## config.mk

```make
export PLATFORM = sky130hd
export DESIGN_NAME = rdo_handshake_seq
export DESIGN_NICKNAME = d
export VERILOG_FILES = /design/src/rtl/rdo_seq_pkg.sv /design/src/rtl/rdo_edge_det.sv /design/src/rtl/rdo_ack_watchdog.sv /design/src/rtl/rdo_word_gate.sv /design/src/rtl/rdo_handshake_seq.sv
export SDC_FILE = /design/constraint.sdc
export NUM_CORES = 1
export LEC_CHECK = 0
export ABC_AREA = 1
export BUFFER_PORTS_ARGS = -buffer_cell sky130_fd_sc_hd__buf_2
export CORE_AREA = 2 2 103 105
export CTS_CLUSTER_DIAMETER = 200
export CTS_CLUSTER_SIZE = 20
export DETAILED_ROUTE_END_ITERATION = 8
export DIE_AREA = 0 0 105 107
export PLACE_DENSITY = 0.74
export SLEW_MARGIN = 20
export SYNTH_ARGS = -nofsm -noshare
export SYNTH_HDL_FRONTEND = slang
export SYNTH_SLANG_ARGS = --single-unit
```

## constraint.sdc

```tcl
create_clock -name clk -period 5.2 [get_ports clk]
set_input_delay 1.04 -clock clk [delete_from_list [all_inputs] [get_ports clk]]
set_output_delay 1.04 -clock clk [all_outputs]
set_load 0.02 [all_outputs]
```

## src/rtl/rdo_seq_pkg.sv

```systemverilog
package rdo_seq_pkg;
  typedef enum logic [1:0] {
    ST_IDLE     = 2'd0,
    ST_XFER     = 2'd1,
    ST_WAIT_EXT = 2'd2,
    ST_EOE      = 2'd3
  } seq_state_e;

  localparam int unsigned EDGE_START = 0;
  localparam int unsigned EDGE_VAL   = 1;
  localparam int unsigned EDGE_NUM   = 2;
endpackage

```

## src/rtl/rdo_edge_det.sv

```systemverilog
module rdo_edge_det #(
  parameter int unsigned N = 2
) (
  input  logic         clk,
  input  logic         rst_n,
  input  logic [N-1:0] lvl_i,
  output logic [N-1:0] rise_o
);
  logic [N-1:0] lvl_q;

  for (genvar g = 0; g < N; g++) begin : g_bit
    always_ff @(posedge clk or negedge rst_n) begin
      if (!rst_n) lvl_q[g] <= 1'b0;
      else        lvl_q[g] <= lvl_i[g];
    end
    assign rise_o[g] = lvl_i[g] & ~lvl_q[g];
  end
endmodule

```

## src/rtl/rdo_ack_watchdog.sv

```systemverilog
module rdo_ack_watchdog #(
  parameter int unsigned TMO_W = 32
) (
  input  logic             clk,
  input  logic             rst_n,
  input  logic             val_rise_i,
  input  logic             valack_i,
  input  logic             en_i,
  input  logic [TMO_W-1:0] limit_i,
  output logic             flag_o
);
  logic             armed_q;
  logic [TMO_W-1:0] cnt_q;
  logic             live;
  logic             hit;

  assign live = en_i && (limit_i != '0);
  assign hit  = live && ((cnt_q + TMO_W'(1)) == limit_i);

  always_ff @(posedge clk or negedge rst_n) begin
    if (!rst_n) begin
      armed_q <= 1'b0;
      cnt_q   <= '0;
      flag_o  <= 1'b0;
    end else if (val_rise_i) begin
      armed_q <= 1'b1;
      cnt_q   <= '0;
      flag_o  <= 1'b0;
    end else if (armed_q) begin
      if (valack_i) begin
        armed_q <= 1'b0;
      end else if (hit) begin
        armed_q <= 1'b0;
        flag_o  <= 1'b1;
      end else begin
        cnt_q <= cnt_q + TMO_W'(1);
      end
    end
  end
endmodule

```

## src/rtl/rdo_word_gate.sv

```systemverilog
module rdo_word_gate #(
  parameter int unsigned DATA_W = 32
) (
  input  logic              active_i,
  input  logic              word_valid_i,
  input  logic [DATA_W-1:0] word_i,
  output logic              word_ready_o,
  output logic              fifo_valid_o,
  output logic [DATA_W-1:0] fifo_data_o,
  input  logic              fifo_ready_i
);
  assign fifo_valid_o = active_i & word_valid_i;
  assign word_ready_o = active_i & fifo_ready_i;
  assign fifo_data_o  = word_i;
endmodule

```

## src/rtl/rdo_handshake_seq.sv

```systemverilog
module rdo_handshake_seq
  import rdo_seq_pkg::*;
#(
  parameter int unsigned DATA_W     = 32,
  parameter int unsigned TMO_W      = 32,
  parameter int unsigned EOE_CYCLES = 2
) (
  input  logic              clk,
  input  logic              rst_n,
  input  logic              cfg_test_i,
  input  logic              cfg_tmo_en_i,
  input  logic              cfg_bypass_i,
  input  logic              cfg_eoe_at_ext_i,
  input  logic [TMO_W-1:0]  cfg_tmo_limit_i,
  input  logic              val_i,
  input  logic              valack_i,
  input  logic              start_i,
  input  logic              lastpass_i,
  input  logic              ext_done_i,
  input  logic              sw_rden_i,
  input  logic              sw_lastpass_i,
  input  logic              word_valid_i,
  input  logic [DATA_W-1:0] word_i,
  output logic              word_ready_o,
  output logic              fifo_valid_o,
  output logic [DATA_W-1:0] fifo_data_o,
  input  logic              fifo_ready_i,
  output logic              rden_o,
  output logic              eoe_rst_n_o,
  output logic              tmo_flag_o
);
  localparam int unsigned EC_W = $clog2(EOE_CYCLES + 1);

  seq_state_e          state_q, state_d;
  logic [EC_W-1:0]     eoe_cnt_q, eoe_cnt_d;
  logic [EDGE_NUM-1:0] lvl, rise;
  logic                go_req, done_req;

  assign lvl[EDGE_START] = start_i;
  assign lvl[EDGE_VAL]   = val_i;

  rdo_edge_det #(.N(EDGE_NUM)) u_edge (
    .clk    (clk),
    .rst_n  (rst_n),
    .lvl_i  (lvl),
    .rise_o (rise)
  );

  rdo_ack_watchdog #(.TMO_W(TMO_W)) u_wdog (
    .clk        (clk),
    .rst_n      (rst_n),
    .val_rise_i (rise[EDGE_VAL]),
    .valack_i   (valack_i),
    .en_i       (cfg_tmo_en_i),
    .limit_i    (cfg_tmo_limit_i),
    .flag_o     (tmo_flag_o)
  );

  assign go_req   = cfg_test_i ? sw_rden_i     : rise[EDGE_START];
  assign done_req = cfg_test_i ? sw_lastpass_i : lastpass_i;

  always_comb begin
    state_d   = state_q;
    eoe_cnt_d = eoe_cnt_q;
    unique case (state_q)
      ST_IDLE: begin
        if (!cfg_bypass_i && go_req) state_d = ST_XFER;
      end
      ST_XFER: begin
        if (done_req) begin
          eoe_cnt_d = '0;
          state_d   = cfg_eoe_at_ext_i ? ST_WAIT_EXT : ST_EOE;
        end
      end
      ST_WAIT_EXT: begin
        if (ext_done_i) begin
          eoe_cnt_d = '0;
          state_d   = ST_EOE;
        end
      end
      ST_EOE: begin
        if (eoe_cnt_q == EC_W'(EOE_CYCLES - 1)) state_d = ST_IDLE;
        else eoe_cnt_d = eoe_cnt_q + EC_W'(1);
      end
      default: state_d = ST_IDLE;
    endcase
  end

  always_ff @(posedge clk or negedge rst_n) begin
    if (!rst_n) begin
      state_q   <= ST_IDLE;
      eoe_cnt_q <= '0;
    end else begin
      state_q   <= state_d;
      eoe_cnt_q <= eoe_cnt_d;
    end
  end

  assign rden_o      = (state_q == ST_XFER);
  assign eoe_rst_n_o = (state_q != ST_EOE);

  rdo_word_gate #(.DATA_W(DATA_W)) u_gate (
    .active_i     (rden_o),
    .word_valid_i (word_valid_i),
    .word_i       (word_i),
    .word_ready_o (word_ready_o),
    .fifo_valid_o (fifo_valid_o),
    .fifo_data_o  (fifo_data_o),
    .fifo_ready_i (fifo_ready_i)
  );
endmodule

```

=== Word level (Yosys, flattened, before mapping) ===
Cells that the tools add are included.
Widths: inputs -> output; s select.

* $add $sub $neg: 2
* Equality and inequality tests: 13
* Multiplexer cells: 24
* Bitwise operators: 6
* Reductions and logical operators: 13

{| class="wikitable"
|+ Operator list
! kind !! count
|-
| $mux 32 || 4
|-
| $add 32x1->32 const B || 1
|-
| $eq 32x32->1 || 1
|-
| $reduce_bool 32->1 || 1
|-
| $mux 2 || 7
|-
| $ne 2x2->1 const B || 6
|-
| $mux 1 || 11
|-
| $pmux 2 s4 || 1
|-
| $reduce_and 4->1 || 2
|-
| $pmux 2 s3 || 1
|-
| $reduce_and 3->1 || 2
|-
| $and 1x1->1 || 4
|-
| $eq 2x1->1 const B || 2
|-
| $eq 2x2->1 const B || 2
|-
| $ne 2x1->1 const B || 2
|-
| $reduce_bool 2->1 || 2
|-
| $logic_and 1x1->1 || 3
|-
| $reduce_bool 3->1 || 1
|-
| $add 2x1->2 const B || 1
|-
| $logic_not 2->1 || 1
|-
| $not 1->1 || 2
|-
| $logic_not 1->1 || 1
|}

* Flip-flop bits (word level): 40
* Bits of input ports: 79
* Logic and storage cells: 65

=== Logic depth before layout (Yosys ltp) ===
* Depth in word-level cells: 7
* Gate-level depth with buffers: 18

=== Hierarchy ===
From an unflattened synthesis, not the netlist that was laid out.

* Cell total of the unflattened synthesis: 673
* Area, all modules: 4042.6 µm²

{| class="wikitable"
|+ Modules (own cells, without submodules)
! module !! instances !! cells an instance !! area each (µm²) !! sequential area each (µm²)
|-
| rdo_ack_watchdog || 1 || 575 || 3340.7 || 850.8
|-
| rdo_handshake_seq || 1 || 56 || 376.6 || 100.1
|-
| rdo_word_gate || 1 || 36 || 255.2 || 0.0
|-
| rdo_edge_det || 1 || 6 || 70.1 || 50.0
|}

=== Worst setup path before layout ===
OpenSTA, ideal clock, no wires.

* Kind: in2reg
* From: input cfg_tmo_limit_i[1]
* To: register u_wdog.cnt_q[6]
* Setup time: 0.118 ns
* Arrival time: 2.183 ns
* Data required time: 5.082 ns
* Setup slack: 2.899 ns
* Stages: 14
* Path buffers: 1
* Cells stage by stage: inv_1 nand2_1 o21ai_0 nor2_1 nand3_1 nor2_1 nand3_1 nor2_1 nand3_1 nor2_2 nand3_2 buf_2 nand4_1 nand2_1

* Word-level cells in the longest chain between the ends: 5
* Elaborated cells on any way between the ends: 6

{| class="wikitable"
|+ Ends and longest elaborated chain
! element !! line !! source
|-
| start: declaration || rdo_handshake_seq.sv:14 || <nowiki>input logic [TMO_W-1:0] cfg_tmo_limit_i,</nowiki>
|-
| $reduce_bool 32->1 || rdo_ack_watchdog.sv:17 || <nowiki>assign live = en_i && (limit_i != '0);</nowiki>
|-
| $logic_and 1x1->1 || rdo_ack_watchdog.sv:17 ||
|-
| $logic_and 1x1->1 * || rdo_ack_watchdog.sv:18 || <nowiki>assign hit = live && ((cnt_q + TMO_W'(1)) == limit_i);</nowiki>
|-
| $ne 2x1->1 (no line) * || n/a ||
|-
| $reduce_and 3->1 (no line) * || n/a ||
|-
| end signal: assignment || rdo_ack_watchdog.sv:36 || <nowiki>cnt_q <= cnt_q + TMO_W'(1);</nowiki>
|-
| end: declaration || rdo_ack_watchdog.sv:13 || <nowiki>logic [TMO_W-1:0] cnt_q;</nowiki>
|}

Mark *: on every way between the ends. The rest lies on a longest branch, timed or not.
A chain may end at the register's enable or synchronous reset.

=== Worst setup path after layout ===
* From: register u_wdog.cnt_q[0]
* To: register u_wdog.cnt_q[18]

* Word-level cells in the longest chain between the ends: 5
* Elaborated cells on any way between the ends: 9

{| class="wikitable"
|+ Ends and longest elaborated chain
! element !! line
|-
| $add 32x1->32 * || rdo_ack_watchdog.sv:18, rdo_ack_watchdog.sv:36
|-
| $eq 32x32->1 / $mux 32 (equally long branches) || rdo_ack_watchdog.sv:18, rdo_ack_watchdog.sv:32
|-
| $logic_and 1x1->1 / $mux 32 (equally long branches) || rdo_ack_watchdog.sv:18, rdo_ack_watchdog.sv:30
|-
| $ne 2x1->1 (no line) / $mux 32 (equally long branches) || n/a
|-
| $reduce_and 3->1 (no line) / $mux 32 (equally long branches) || n/a
|}

Mark *: on every way between the ends. The rest lies on a longest branch, timed or not. The select of a mux whose other input is x is not followed.

==> flow_summary.json <==
{
  "final_core_util": 0.4140,
  "drt_first_pass_iters": 5,
  "drtIter0Drc": 261,
  "netlist_area_um2": 3928,
  "finalClockSkew_ns": 0.007127,
  "hp-start": "eoe_cnt_q[0]",
  "pre_cts_slack_ns": 2.411,
  "gp_congestion": 0.9189,
  "crit_chain": "ha_1, nand2_1, nor2_4, nand2_1, nor2_2, nand3_1, nand3_1, nand2_1, nor2_1, nand2_1, nor2_2, nand3_2, nand2_4, nand3_1, nand2_1",
  "track_usage": 0.1897,
  "rr_startpoint": "u_wdog.cnt_q[0]",
  "cts_setup_buffers": 0,
  "syn_to_final_growth_pct": 6.372,
  "cp_common_cell": "nand2_1",
  "startpoint_type": "flip-flop",
  "final.setup.worst_slack_ns": 2.359,
  "fp-row-count": 37,
  "fmaxAchievable_mhz": 352.0,
  "end_kind": "flip-flop",
  "r2r_cells": 15,
  "postCtsResizedCells": 0,
  "cts_tree": "yes",
  "relSlewSlack": 0.3572,
  "grt_max_degree": 66,
  "numCtsBuffers": 5,
  "grt_pass1_vias": 3625,
  "dieArea_um2": 11240,
  "drcViolationCount": 0,
  "drv_cap": 0,
  "worstMarginPinSlew_ns": 0.9642,
  "peakVddDrop_mv": 0.1830,
  "viasPerCell": 4.976,
  "power_mw": 0.8613,
  "overflow": 0,
  "min_to": "eoe_cnt_q[0]",
  "min_path_type": "flip-flop to flip-flop",
  "critical_path.max_fanout": 33,
  "fin_crit_ns": 2.841,
  "seq_area_frac_synth": 0.2549,
  "antenna_cells": 0,
  "antenna_found_initial": 0,
  "avgRoutedWirePerCell_um": 12.90,
  "drive_gt1_frac": 0.1193,
  "path_delay_family": "simple AND/OR/NAND/NOR gates",
  "synth_seq_cells": 40,
  "nNetsFinal": 747,
  "crit_arrival_ns": 3.09,
  "die_width_um": 105,
  "cts.sinks": 40,
  "min_period_over_period": 0.5463,
  "syn_avg_cell_area_um2": 6.061,
  "hold_buffers": 0,
  "netlist_instances": 648,
  "p_per_area_nw_per_um2": 206.2,
  "status": "complete, no violations",
  "criticalPathCategory": "flip-flop to flip-flop",
  "htree_levels": 2,
  "cts.clk_slew.worst_paths_ns": 0.09,
  "cts_buffer_depth": 2,
  "grt_pass1_wl_um": 17130,
  "place_hpwl_um": 7714,
  "tns_ns": 0,
  "finalSetupViolCount": 0,
  "drt_wl_total_um": 10290,
  "yosysWarnings": 0,
  "worstPathRequired_ns": 5.45,
  "ant_nets": 0,
  "crit_buf_inv": 0,
  "r2r_slack_ns": 2.36,
  "rsz0062_at_grt": "false",
  "hold_viol_final": 0,
  "ys_types": 30,
  "cts-root-buf": "clkbuf_8",
  "design.portCount": 116,
  "crit_path_max_incr_delay_ns": 0.43,
  "final_max_slew_viol_count": 0,
  "portBuffers": 51,
  "initial_core_util": 0.3892,
  "total_leakage_power_nw": 2.196,
  "core_um2": 10090,
  "min_path_cells": 1,
  "syn_nets": 734,
  "die_height_um": 107,
  "clkLatencyLatePin_ns": 0.31,
  "via_count": 3971,
  "r2r_end": "u_wdog.cnt_q[18]",
  "cpMaxStageDelayCell": "dfrtp_1"
}
synth_stat cells:
cell	count	area, µm²
xor2_1	4	35.03
ha_1	7	87.58
nand3_2	1	10.01
o21ai_0	7	35.03
buf_1	1	3.750
buf_4	32	240.2
buf_2	3	15.01
nand3b_1	10	75.07
nand2_2	3	18.77
xnor3_1	3	67.56
nor2_1	84	315.3
a21oi_1	5	25.02
nand4_1	34	212.7
buf_6	3	33.78
clkbuf_1	9	33.78
o22ai_1	1	6.260
nand2_4	1	11.26
nand2_1	228	855.8
xnor2_1	3	26.28
mux2i_1	1	10.01
xor3_1	1	23.77
dfrtp_1	40	1001
inv_1	78	292.8
o31ai_1	1	7.510
a211oi_1	1	7.510
nor2_4	5	56.30
o21ai_1	1	5.000
nand3_1	73	365.4
nor2_2	6	37.54
and2_1	2	12.51
area by class of cell:
type,count,area [µm²]
fill,1134,5914
multi-input combinational,482,2310
clock buffer,7,96.34
sequential,40,1001
timing repair buffer,54,277.8
tap,136,170.2
clock inverter,1,30.03
inverter,78,292.8
cells in the final DEF, fill, tap and decap left out, types with 2 or more instances in the layout:
master    netlist  routed
nand3b_1       10      10
o21ai_0         7       7
dfrtp_1        40      40
nand2_2         3       3
nand3_1        73      73
nor2_2          6       7
nor2_4          5       5
nand2_1       228     228
xnor2_1         3       3
nor2_1         84      83
buf_4          32       3
inv_1          78      77
buf_2           3      51
ha_1            7       7
xor2_1          4       4
xnor3_1         3       3
a21oi_1         5       5
and2_1          2       2
clkbuf_8        0       7
nand4_1        34      34
report_power, final:
group | leakage, nW | switching, mW | internal [mW]
Combinational | 1.59 | 0.139 | 0.0815
Clock | 0.0645 | 0.124 | 0.170
Sequential | 0.545 | 0.0166 | 0.330
layer usage:
| layer | GRT usage | up-vias | wire (µm) |
|---|---|---|---|
| li1 | - | 2039 | - |
| met1 | 0.2489 | 1786 | 4884 |
| met2 | 0.3112 | 124 | 4517 |
| met3 | 0.03465 | 22 | 616 |
| met4 | 0.07238 | 0 | 275 |
| met5 | 0 | - | 0 |
flip-flops by register name (all words and copies together), names as in the netlist:
| register | flops |
|---|---|
| u_wdog.flag_o | 1 |
| eoe_cnt_q | 2 |
| u_edge.lvl_q | 2 |
| u_wdog.cnt_q | 32 |
| state_q | 2 |
| u_wdog.armed_q | 1 |
how the worst max path moves through the flow:
stage                              from          endpoint  slack [ns]  depth (start not counted)
global placement    cfg_tmo_limit_i[17]  u_wdog.cnt_q[12]        2.42                         15
global route            u_wdog.cnt_q[0]   u_wdog.cnt_q[0]        2.10                         17
detailed placement      u_wdog.cnt_q[0]   u_wdog.cnt_q[2]        2.41                         15
CTS                     u_wdog.cnt_q[0]  u_wdog.cnt_q[18]        2.38                         17
floorplan            cfg_tmo_limit_i[1]   u_wdog.cnt_q[6]        2.90                         14
finish                  u_wdog.cnt_q[0]  u_wdog.cnt_q[18]        2.36                         15
stage by stage:
step	hold slack (ns)	instances	cell area (µm²)
after detailed placement	0.4849	790	4051
after global placement	0.4842	790	4051
after global routing	0.5078	798	4178
after CTS	0.4970	798	4178
after floorplan	0.4571	648	3928
final	0.4921	798	4178
logic make-up after synthesis:
logic type,after synthesis,synth area share
flip-flops,40,0.2549
buffers and inverters,126,0.1577
adder cells (fa/ha/maj),7,0.02230
AO/OA/AOI/OAI,16,0.02198
XOR/XNOR,11,0.03886
AND/OR/NAND/NOR,447,0.5017
multiplexers,1,0.002549
worst register-to-register path, stage by stage, from the launching register on:
cell     delay (ns)
dfrtp_1        0.43
ha_1           0.24
nand2_1        0.13
nor2_4         0.18
nand2_1        0.12
nor2_2         0.28
nand3_1        0.14
nand3_1        0.13
nand2_1        0.06
nor2_1         0.14
nand2_1        0.09
nor2_2         0.14
nand3_2        0.12
nand2_4        0.32
nand3_1        0.15
nand2_1        0.09
Power figures use the tool's default switching activity.
